### src/rtl/spi_fs_pkg.sv
package spi_fs_pkg;
  localparam int FIFO_DEPTH = 4;
  localparam int CNT_W      = $clog2(FIFO_DEPTH + 1);
  localparam int THR_W      = 2;
  localparam int STAT_W     = 32;

  // status word layout
  localparam int TXCNT_LSB  = 1;
  localparam int UDF_BIT    = 4;
  localparam int TXC_BIT    = 5;
  localparam int RXC_BIT    = 6;
  localparam int OVF_BIT    = 7;
  localparam int RXCNT_LSB  = 8;
  localparam int EXC_BIT    = 11;
  localparam int SUM_BIT    = 0;

  // sticky flag vector indices
  localparam int N_STICKY   = 5;
  localparam int SK_SUM     = 0;
  localparam int SK_UDF     = 1;
  localparam int SK_TXC     = 2;
  localparam int SK_RXC     = 3;
  localparam int SK_OVF     = 4;
endpackage

### src/rtl/spi_fs_occ.sv
module spi_fs_occ #(
  parameter int DEPTH = 4,
  parameter int CW    = $clog2(DEPTH + 1)
) (
  input  logic          clk,
  input  logic          rst_n,
  input  logic          push,
  input  logic          pop,
  output logic [CW-1:0] count
);
  localparam logic [CW-1:0] FULL = CW'(DEPTH);

  logic          pop_ok, push_ok, cnt_en;
  logic [CW-1:0] count_d;

  always_comb begin
    pop_ok  = pop && (count != '0);
    push_ok = push && ((count != FULL) || pop_ok);
    cnt_en  = push_ok ^ pop_ok;
    count_d = count;
    if (push_ok && !pop_ok) count_d = count + CW'(1);
    else if (pop_ok && !push_ok) count_d = count - CW'(1);
  end

  always_ff @(posedge clk or negedge rst_n) begin
    if (!rst_n)      count <= '0;
    else if (cnt_en) count <= count_d;
  end

  assert_occ_bound_R2: assert property (@(posedge clk) disable iff (!rst_n)
    count <= FULL);
  assert_occ_sat_R2: assert property (@(posedge clk) disable iff (!rst_n)
    (push && !pop && count == FULL) |=> (count == FULL));
  assert_occ_empty_R2: assert property (@(posedge clk) disable iff (!rst_n)
    (pop && !push && count == '0) |=> (count == '0));
endmodule

### src/rtl/spi_fs_bytecnt.sv
module spi_fs_bytecnt #(
  parameter int LIMIT = 4,
  parameter int TW    = 2,
  parameter int CW    = $clog2(LIMIT + 1)
) (
  input  logic          clk,
  input  logic          rst_n,
  input  logic          start,
  input  logic          done,
  input  logic [TW-1:0] thr,
  output logic          hit
);
  localparam logic [CW-1:0] CAP = CW'(LIMIT);

  logic [CW-1:0] cnt, cnt_d, target;
  logic          cnt_en, step_ok;

  always_comb begin
    target  = CW'(thr) + CW'(1);
    step_ok = done && !start && (cnt != CAP);
    cnt_en  = start || step_ok;
    cnt_d   = start ? '0 : cnt + CW'(1);
    hit     = step_ok && (cnt_d == target);
  end

  always_ff @(posedge clk or negedge rst_n) begin
    if (!rst_n)      cnt <= '0;
    else if (cnt_en) cnt <= cnt_d;
  end

  assert_cnt_bound_R5: assert property (@(posedge clk) disable iff (!rst_n)
    cnt <= CAP);
  assert_start_clears_R5: assert property (@(posedge clk) disable iff (!rst_n)
    start |=> (cnt == '0));
endmodule

### src/rtl/spi_fs_sticky.sv
module spi_fs_sticky #(
  parameter int N = 5
) (
  input  logic         clk,
  input  logic         rst_n,
  input  logic [N-1:0] set,
  input  logic         clr,
  output logic [N-1:0] q
);
  for (genvar i = 0; i < N; i++) begin : g_flag
    logic d, en;
    always_comb begin
      en = set[i] || clr;
      d  = set[i];
    end
    always_ff @(posedge clk or negedge rst_n) begin
      if (!rst_n)  q[i] <= 1'b0;
      else if (en) q[i] <= d;
    end
    assert_set_wins_R9: assert property (@(posedge clk) disable iff (!rst_n)
      set[i] |=> q[i]);
    assert_clear_R9: assert property (@(posedge clk) disable iff (!rst_n)
      (clr && !set[i]) |=> !q[i]);
  end
endmodule

### src/rtl/spi_fifo_status.sv
module spi_fifo_status
  import spi_fs_pkg::*;
(
  input  logic              clk,
  input  logic              rst_n,
  input  logic              rx_push,
  input  logic              rx_pop,
  input  logic              tx_push,
  input  logic              tx_pop,
  input  logic              xfer_start,
  input  logic              byte_done,
  input  logic              xfer_mode,
  input  logic              rx_flush_en,
  input  logic              tx_flush_en,
  input  logic [THR_W-1:0]  thr,
  input  logic              stat_rd,
  output logic [STAT_W-1:0] status,
  output logic              irq
);
  localparam logic [CNT_W-1:0] FULL = CNT_W'(FIFO_DEPTH);

  logic [CNT_W-1:0]    rx_cnt, tx_cnt, thr_bytes;
  logic                cmp_hit, ovf_evt, udf_evt, rxc_evt, txc_evt, sum_evt, rx_exc;
  logic [N_STICKY-1:0] evt_vec, flags;

  spi_fs_occ #(.DEPTH(FIFO_DEPTH), .CW(CNT_W)) u_rx_occ (
    .clk(clk), .rst_n(rst_n), .push(rx_push), .pop(rx_pop), .count(rx_cnt));

  spi_fs_occ #(.DEPTH(FIFO_DEPTH), .CW(CNT_W)) u_tx_occ (
    .clk(clk), .rst_n(rst_n), .push(tx_push), .pop(tx_pop), .count(tx_cnt));

  spi_fs_bytecnt #(.LIMIT(FIFO_DEPTH), .TW(THR_W), .CW(CNT_W)) u_bytecnt (
    .clk(clk), .rst_n(rst_n), .start(xfer_start), .done(byte_done),
    .thr(thr), .hit(cmp_hit));

  always_comb begin
    ovf_evt   = rx_push && !rx_pop && (rx_cnt == FULL);
    udf_evt   = xfer_start && (tx_cnt == '0);
    rxc_evt   = cmp_hit && !xfer_mode;
    txc_evt   = cmp_hit && xfer_mode;
    sum_evt   = (ovf_evt && !rx_flush_en) || (udf_evt && !tx_flush_en) ||
                rxc_evt || txc_evt;
    thr_bytes = CNT_W'(thr) + CNT_W'(1);
    rx_exc    = rx_cnt > thr_bytes;
    evt_vec           = '0;
    evt_vec[SK_SUM]   = sum_evt;
    evt_vec[SK_UDF]   = udf_evt;
    evt_vec[SK_TXC]   = txc_evt;
    evt_vec[SK_RXC]   = rxc_evt;
    evt_vec[SK_OVF]   = ovf_evt;
  end

  spi_fs_sticky #(.N(N_STICKY)) u_sticky (
    .clk(clk), .rst_n(rst_n), .set(evt_vec), .clr(stat_rd), .q(flags));

  always_comb begin
    status                          = '0;
    status[SUM_BIT]                 = flags[SK_SUM];
    status[TXCNT_LSB +: CNT_W]      = tx_cnt;
    status[UDF_BIT]                 = flags[SK_UDF];
    status[TXC_BIT]                 = flags[SK_TXC];
    status[RXC_BIT]                 = flags[SK_RXC];
    status[OVF_BIT]                 = flags[SK_OVF];
    status[RXCNT_LSB +: CNT_W]      = rx_cnt;
    status[EXC_BIT]                 = rx_exc;
    irq                             = flags[SK_SUM];
  end

  assert_ovf_set_R4: assert property (@(posedge clk) disable iff (!rst_n)
    (rx_push && !rx_pop && status[10:8] == 3'd4) |=> status[OVF_BIT]);
  assert_udf_set_R7: assert property (@(posedge clk) disable iff (!rst_n)
    (xfer_start && status[3:1] == 3'd0) |=> status[UDF_BIT]);
  assert_mode_excl_R6: assert property (@(posedge clk) disable iff (!rst_n)
    cmp_hit |=> (status[TXC_BIT] != status[RXC_BIT]) || $past(stat_rd) == 1'b0);
  assert_irq_src_R8: assert property (@(posedge clk) disable iff (!rst_n)
    $rose(irq) |-> $past(sum_evt));
  assert_read_clr_R9: assert property (@(posedge clk) disable iff (!rst_n)
    (stat_rd && evt_vec == '0) |=> (status[7:4] == 4'd0 && !status[0]));
  assert_hi_zero_R10: assert property (@(posedge clk) disable iff (!rst_n)
    status[31:12] == 20'd0);
endmodule

### config.mk
export PLATFORM = sky130hd
export DESIGN_NAME = spi_fifo_status
export DESIGN_NICKNAME = d
export VERILOG_FILES = /design/src/rtl/spi_fs_pkg.sv /design/src/rtl/spi_fs_occ.sv /design/src/rtl/spi_fs_bytecnt.sv /design/src/rtl/spi_fs_sticky.sv /design/src/rtl/spi_fifo_status.sv
export SDC_FILE = /design/constraint.sdc
export NUM_CORES = 1
export LEC_CHECK = 0
export ABC_AREA = 1
export BUFFER_PORTS_ARGS = -buffer_cell sky130_fd_sc_hd__buf_2
export CORE_UTILIZATION = 50
export CTS_CLUSTER_DIAMETER = 200
export DETAILED_ROUTE_END_ITERATION = 12
export PLACE_DENSITY_LB_ADDON = 0.08
export REMOVE_ABC_BUFFERS = 1
export SLEW_MARGIN = 10
export SYNTH_ARGS = -nofsm -noshare
export SYNTH_HDL_FRONTEND = slang
export SYNTH_SLANG_ARGS = --single-unit
### constraint.sdc
create_clock -name clk -period 3.5 [get_ports clk]
set_input_delay 0.175 -clock clk [delete_from_list [all_inputs] [get_ports clk]]
set_output_delay 0.175 -clock clk [all_outputs]
set_load 0.005 [all_outputs]
==> results.toml, run 1 <==
[setup_path]
worstSetupStartpointType = "flop"
path_cells = "o31ai_1 -> ha_1 -> inv_1 -> fa_1 -> a21oi_1 -> o21ai_0 -> xnor2_1"
cp-end-kind = "flop"
critical_path_class = "flop to flop"
cp_slowest_cell = "dfrtp_1"
crit_fanout = 6
cp.arrival_ns = 2.09
crit_buf_inv = 1
cpPeakStageDelay_ns = 0.47
critPathTopFamily = "adder cells"
r2r-start = "u_rx_occ.count[0]$_DFFE_PN0P_"
critPathLaunch = "u_rx_occ.count[0]$_DFFE_PN0P_"
required_ns = 3.66

[pwr]
power_frac_clock = 0.162
powerDensity_nw_per_um2 = 606
p_sw_mw = 0.271
sw_frac_of_total = 0.379
leakagePower_nw = 0.666
pwr-share-seq = 0.391
intPower_mw = 0.444
peakVddDrop_v = 0.000471
pwr-share-comb = 0.447

[global_routing]
overflow = 0
grt_max_degree = 15
grt_pass1_vias = 659
grt_util_met3 = 0.0222
met1_usage = 0.219
grt_util_all_layers = 0.162
globalRouteMet2Util = 0.262
antenna_found_initial = 0
grt_first_pass_wirelength_um = 2620
grt.busiest_layer = "met2"

[logic_synthesis]
synth.avg_cell_area_um2 = 8.51
synth_area_um2 = 1060
postSynthCellCount = 125
seq_area_frac_synth = 0.329
synth_cell_types = 23
ys_ff_latch = 14
yosysWarnings = 0

[timing]
fin_crit_sh = 0.550
report.final.slew_viol_count = 0
finalCriticalPeriod_ns = 1.93
rsz0062_at_grt = "no"
setup_tns_ns = 0
fmax_mhz = 519
whs_ns = 0.149
finalHoldViolCount = 0
layout_setup_ws_ns = 1.57
fin_skew_ns = 0.000963
final-setup-viol-count = 0

[job]
maxCapViolCount = 0

[cts]
clock_path_buffers = 2
htreeDepth = 1
cts_sinks = 14
clock_latency_ns = 0.27
cts_root_buf = "clkbuf_4"
cts_setup_buffers = 0
cts_buffers = 3
clkSlewWorstSetupHoldPaths_ns = 0.09
cts_tree = "built"
cts-resized-gates = 0

[detailed_routing]
drtAntennaViolNets = 0
drt-initial-drc-count = 9
routed_via_density = 4.47
finalWirelength_um = 1730
post_drt_wl_per_cell_um = 9.63
post-route-drc-count = 0
dr_total_vias = 805
first_pass_iters = 4

[die]
start_util = 0.537
die_area_um2 = 2320
die_w_um = 48.1
ios = 47
coreArea_um2 = 1980
dieHeight_um = 48.1
placement_rows = 16

[final_layout]
syn_to_final_growth_pct = 10.9
diodes = 0
drive_gt1_frac = 0.248
num-fill-cells = 190
finalNetCount = 178
design_area_um2 = 1180
final_common_cell = "buf_2"
layout_common_cells = "buf_2 (26), nand2_1 (20), conb_1 (20)"

[min_path]
min_from = "xfer_mode"
hp-class = "input port to flop"

[placed_design]
dp_hpwl_um = 1380
preCtsSetupSlack_ns = 1.59
io_buffers = 26
place_area_um2 = 1130
gp_congestion = 0.814

[status]
run_status = "finished, final reports clean"
Yosys cell counts:
master	number	area [um^2]
buf_4	22	165
nand2_1	20	75.1
inv_1	17	63.8
dfrtp_1	14	350
ha_1	8	100
o21ai_0	8	40.0
nand3_1	6	30.0
nor2_1	4	15.0
xnor2_1	4	35.0
a21oi_1	3	15.0
a31oi_1	2	12.5
fa_1	2	40.0
mux2_2	2	22.5
nand2_2	2	12.5
nand4_1	2	12.5
nor2_4	2	22.5
a32oi_1	1	8.76
conb_1	1	3.75
inv_2	1	3.75
nand2_4	1	11.3
nand3b_1	1	7.51
o31ai_1	1	7.51
xor2_1	1	8.76
power groups by stage:
stage	clock [mW]	combinational [mW]	sequential, mW
6_report	0.116	0.320	0.280
5_1_grt	0.128	0.371	0.293
4_1_cts	0.122	0.324	0.280
3_5_place_dp	0	0.319	0.283
3_3_place_gp	0	0.306	0.281
2_1_floorplan	0	0.207	0.281
sequential cells by signal (all words and copies together) (netlist names):
| register | cells |
|---|---|
| u_rx_occ.count | 3 |
| u_bytecnt.cnt | 3 |
| u_tx_occ.count | 3 |
| u_sticky.q | 5 |
final cells by class:
type | instances | area (um^2) | share of cell area
multi-input combinational | 90 | 552 | 0.468
tap | 27 | 33.8 | 0.0286
inverter | 18 | 67.6 | 0.0573
timing repair buffer | 27 | 140 | 0.119
sequential | 14 | 350 | 0.297
clock buffer | 4 | 36.3 | 0.0308
kinds of logic after synthesis:
kind of cell	synth area share
adder cells (fa/ha/maj)	0.132
flip-flops	0.329
XOR/XNOR	0.0412
AO/OA/AOI/OAI	0.0788
other	0.00353
buffers and inverters	0.219
AND/OR/NAND/NOR	0.175
multiplexers	0.0212
worst paths after layout:
path	endpoint	slack, ns	cells past startpoint
max	u_rx_occ.count[2]$_DFFE_PN0P_	1.57	7
min	u_sticky.q[2]$_DFFE_PN0P_	0.15	3
max reg2reg	u_rx_occ.count[2]$_DFFE_PN0P_	1.57	7
min reg2reg	u_sticky.q[1]$_DFFE_PN0P_	0.49	2
max in group asynchronous	u_bytecnt.cnt[0]$_DFFE_PN0P_	2.93	2
min in group asynchronous	u_sticky.q[4]$_DFFE_PN0P_	0.32	2
repair_timing:
action / CTS / global route
setup endpoints to repair: 0 / 0
endpoints found under the hold margin: 14 / 0
hold buffers: 1 / 0
per-stage QoR:
step	instances	util	total power [mW]
after CTS	180	0.595	0.726
after global placement	175	0.572	0.587
after global routing	180	0.595	0.791
after floorplan	122	-	0.489
final	180	0.595	0.715
after detailed placement	175	0.572	0.603
layer usage:
layer	vias up	routed length (um)
met5	-	0
met4	0	19
met3	2	83
met2	35	759
met1	354	869
li1	414	-
worst reg2reg max path, stage by stage (launching register included):
cell     delay (ns)
dfrtp_1        0.47
o31ai_1        0.29
ha_1           0.19
inv_1          0.07
fa_1           0.39
a21oi_1        0.16
o21ai_0        0.12
xnor2_1        0.13
No activity file was read; power rests on OpenSTA's default activity.
==> inputs of run 2 (changes only) <==
CORE_UTILIZATION = 46   (was 50)
clock period = 1.79 ns   (was 3.5 ns; I/O delays follow)
==> run 2 against run 1 <==
Effect of this change: the run now ends with setup timing left; hold slack got worse by 0.057 ns; worst setup slack got worse by 1.6 ns; critical endpoint is now u_tx_occ.count[1]$_DFFE_PN0P_; critical path depth rose by 1; register-to-register slack got worse by 1.6 ns; cell count rose by 7.8%; design area rose by 11%; wire length rose by 12%; largest cell class unchanged; maximum frequency rose by 7.6%; combinational power rose to 3.1 times the previous value; sequential share of layout area fell by 3.0 points; clock skew rose by 0.0030 ns; clock power rose by 45%.
==> results.toml, run 2 (synthesis results as in run 1) <==
[setup_path]
crit_buf_inv = 1
worstSetupStartpointType = "flop"
cp_slowest_cell = "fa_2"
crit_fanout = 2
cp.arrival_ns = 1.95
cp-end-kind = "flop"
critical_path_class = "flop to flop"
required_ns = 1.95
critPathTopFamily = "adder cells"
r2r-start = "u_tx_occ.count[1]$_DFFE_PN0P_"
cpPeakStageDelay_ns = 0.42
path_cells = "nor2_2 -> nand2_1 -> nand2_2 -> a31oi_2 -> ha_2 -> inv_2 -> fa_2 -> mux2_2"
critPathLaunch = "u_tx_occ.count[1]$_DFFE_PN0P_"

[timing]
fmax_mhz = 559
final-setup-viol-count = 1
setup_tns_ns = -0.000117
layout_setup_ws_ns = -0.000117
finalHoldViolCount = 0
rsz0062_at_grt = "yes"
fin_crit_sh = 1.00
finalCriticalPeriod_ns = 1.79
fin_skew_ns = 0.00399
whs_ns = 0.0916
report.final.slew_viol_count = 0

[cts]
clock_path_buffers = 2
clkSlewWorstSetupHoldPaths_ns = 0.08
cts_buffers = 3
htreeDepth = 1
cts_tree = "built"
clock_latency_ns = 0.27
cts_sinks = 14
cts_root_buf = "clkbuf_4"

[global_routing]
grt_max_degree = 15
grt_util_all_layers = 0.169
overflow = 0
grt_first_pass_wirelength_um = 3200
grt_pass1_vias = 827
antenna_found_initial = 0

[final_layout]
stdcell_count = 194
multi_input_area_um2 = 592
utilization = 0.599
num-fill-cells = 227
syn_to_final_growth_pct = 23.4
largest_reg_flops = 5
final_common_cell = "buf_2"
drive_gt1_frac = 0.386
finalNetCount = 192
design_area_um2 = 1310
layout_common_cells = "buf_2 (26), conb_1 (20), nand2_1 (19)"
top_register = "u_sticky.q"
regArea_um2 = 350
diodes = 0

[pwr]
peakVddDrop_v = 0.000872
total_power_mw = 1.67
leakagePower_nw = 0.727
powerDensity_nw_per_um2 = 1270

[placed_design]
gp_congestion = 0.821
io_buffers = 26
dp_cells = 184
preCtsSetupSlack_ns = -0.0311
dp_hpwl_um = 1480
place_area_um2 = 1190

[detailed_routing]
finalWirelength_um = 1940
dr_total_vias = 852
routed_via_density = 4.39
first_pass_iters = 4
drt-initial-drc-count = 6
post-route-drc-count = 0
post_drt_wl_per_cell_um = 9.98
drtAntennaViolNets = 0

[die]
placement_rows = 17
coreArea_um2 = 2190
start_util = 0.485
die_area_um2 = 2510
die_w_um = 50.1
dieHeight_um = 50.1
ios = 47

[job]
maxCapViolCount = 0

[min_path]
min_from = "xfer_mode"
hp-class = "input port to flop"

[status]
violations = "setup timing"
run_status = "finished with violations"
run 2: cell types whose count changed in the layout (fill, tap and decap cells not counted), sizes merged:
cell    delta
buf       +14
clkbuf     -1
run 2: worst min-delay path, delay by kind of cell:
family | cells | cell delay, ns
and+or+nand+nor | 2 | 0.14
buffers and inverters | 1 | 0.09
run 2: layer usage:
layer	vias to the layer above	wire (um)	GRT usage
li1	441	-	-
met1	375	850	0.198
met2	34	967	0.307
met3	2	105	0.0185
met4	0	12	0.0714
met5	-	0	0
run 2: what timing repair did:
item | CTS | global route
endpoints found under the setup margin | 3 | 4
endpoints found under the hold margin | 14 | 0
resized for setup | 6 | 10
pin swaps | 4 | 8
setup buffers | 3 | 3
hold buffers | 1 | 0
run 2: path summary, 6_finish.rpt:
path                                                  to  slack (ns)  cells past startpoint
min                            u_sticky.q[2]$_DFFE_PN0P_        0.09                      3
min reg2reg                    u_sticky.q[1]$_DFFE_PN0P_        0.48                      2
max                        u_tx_occ.count[1]$_DFFE_PN0P_     -0.0001                      8
max in group asynchronous   u_bytecnt.cnt[1]$_DFFE_PN0P_        1.31                      2
max reg2reg                u_tx_occ.count[1]$_DFFE_PN0P_     -0.0001                      8
min in group asynchronous  u_tx_occ.count[0]$_DFFE_PN0P_        0.24                      2
run 2: power by group:
part	switching (mW)	internal, mW	leakage (nW)
logic	0.447	0.553	0.534
registers	0.0771	0.424	0.178
clock network	0.0899	0.0777	0.0138
run 2: area by class of cell:
class,instances,share of cell area
Timing Repair Buffer,41,0.187
Sequential cell,14,0.267
Clock buffer,3,0.0172
Multi-Input combinational cell,90,0.451
Tap cell,28,0.0267
Inverter,18,0.0515
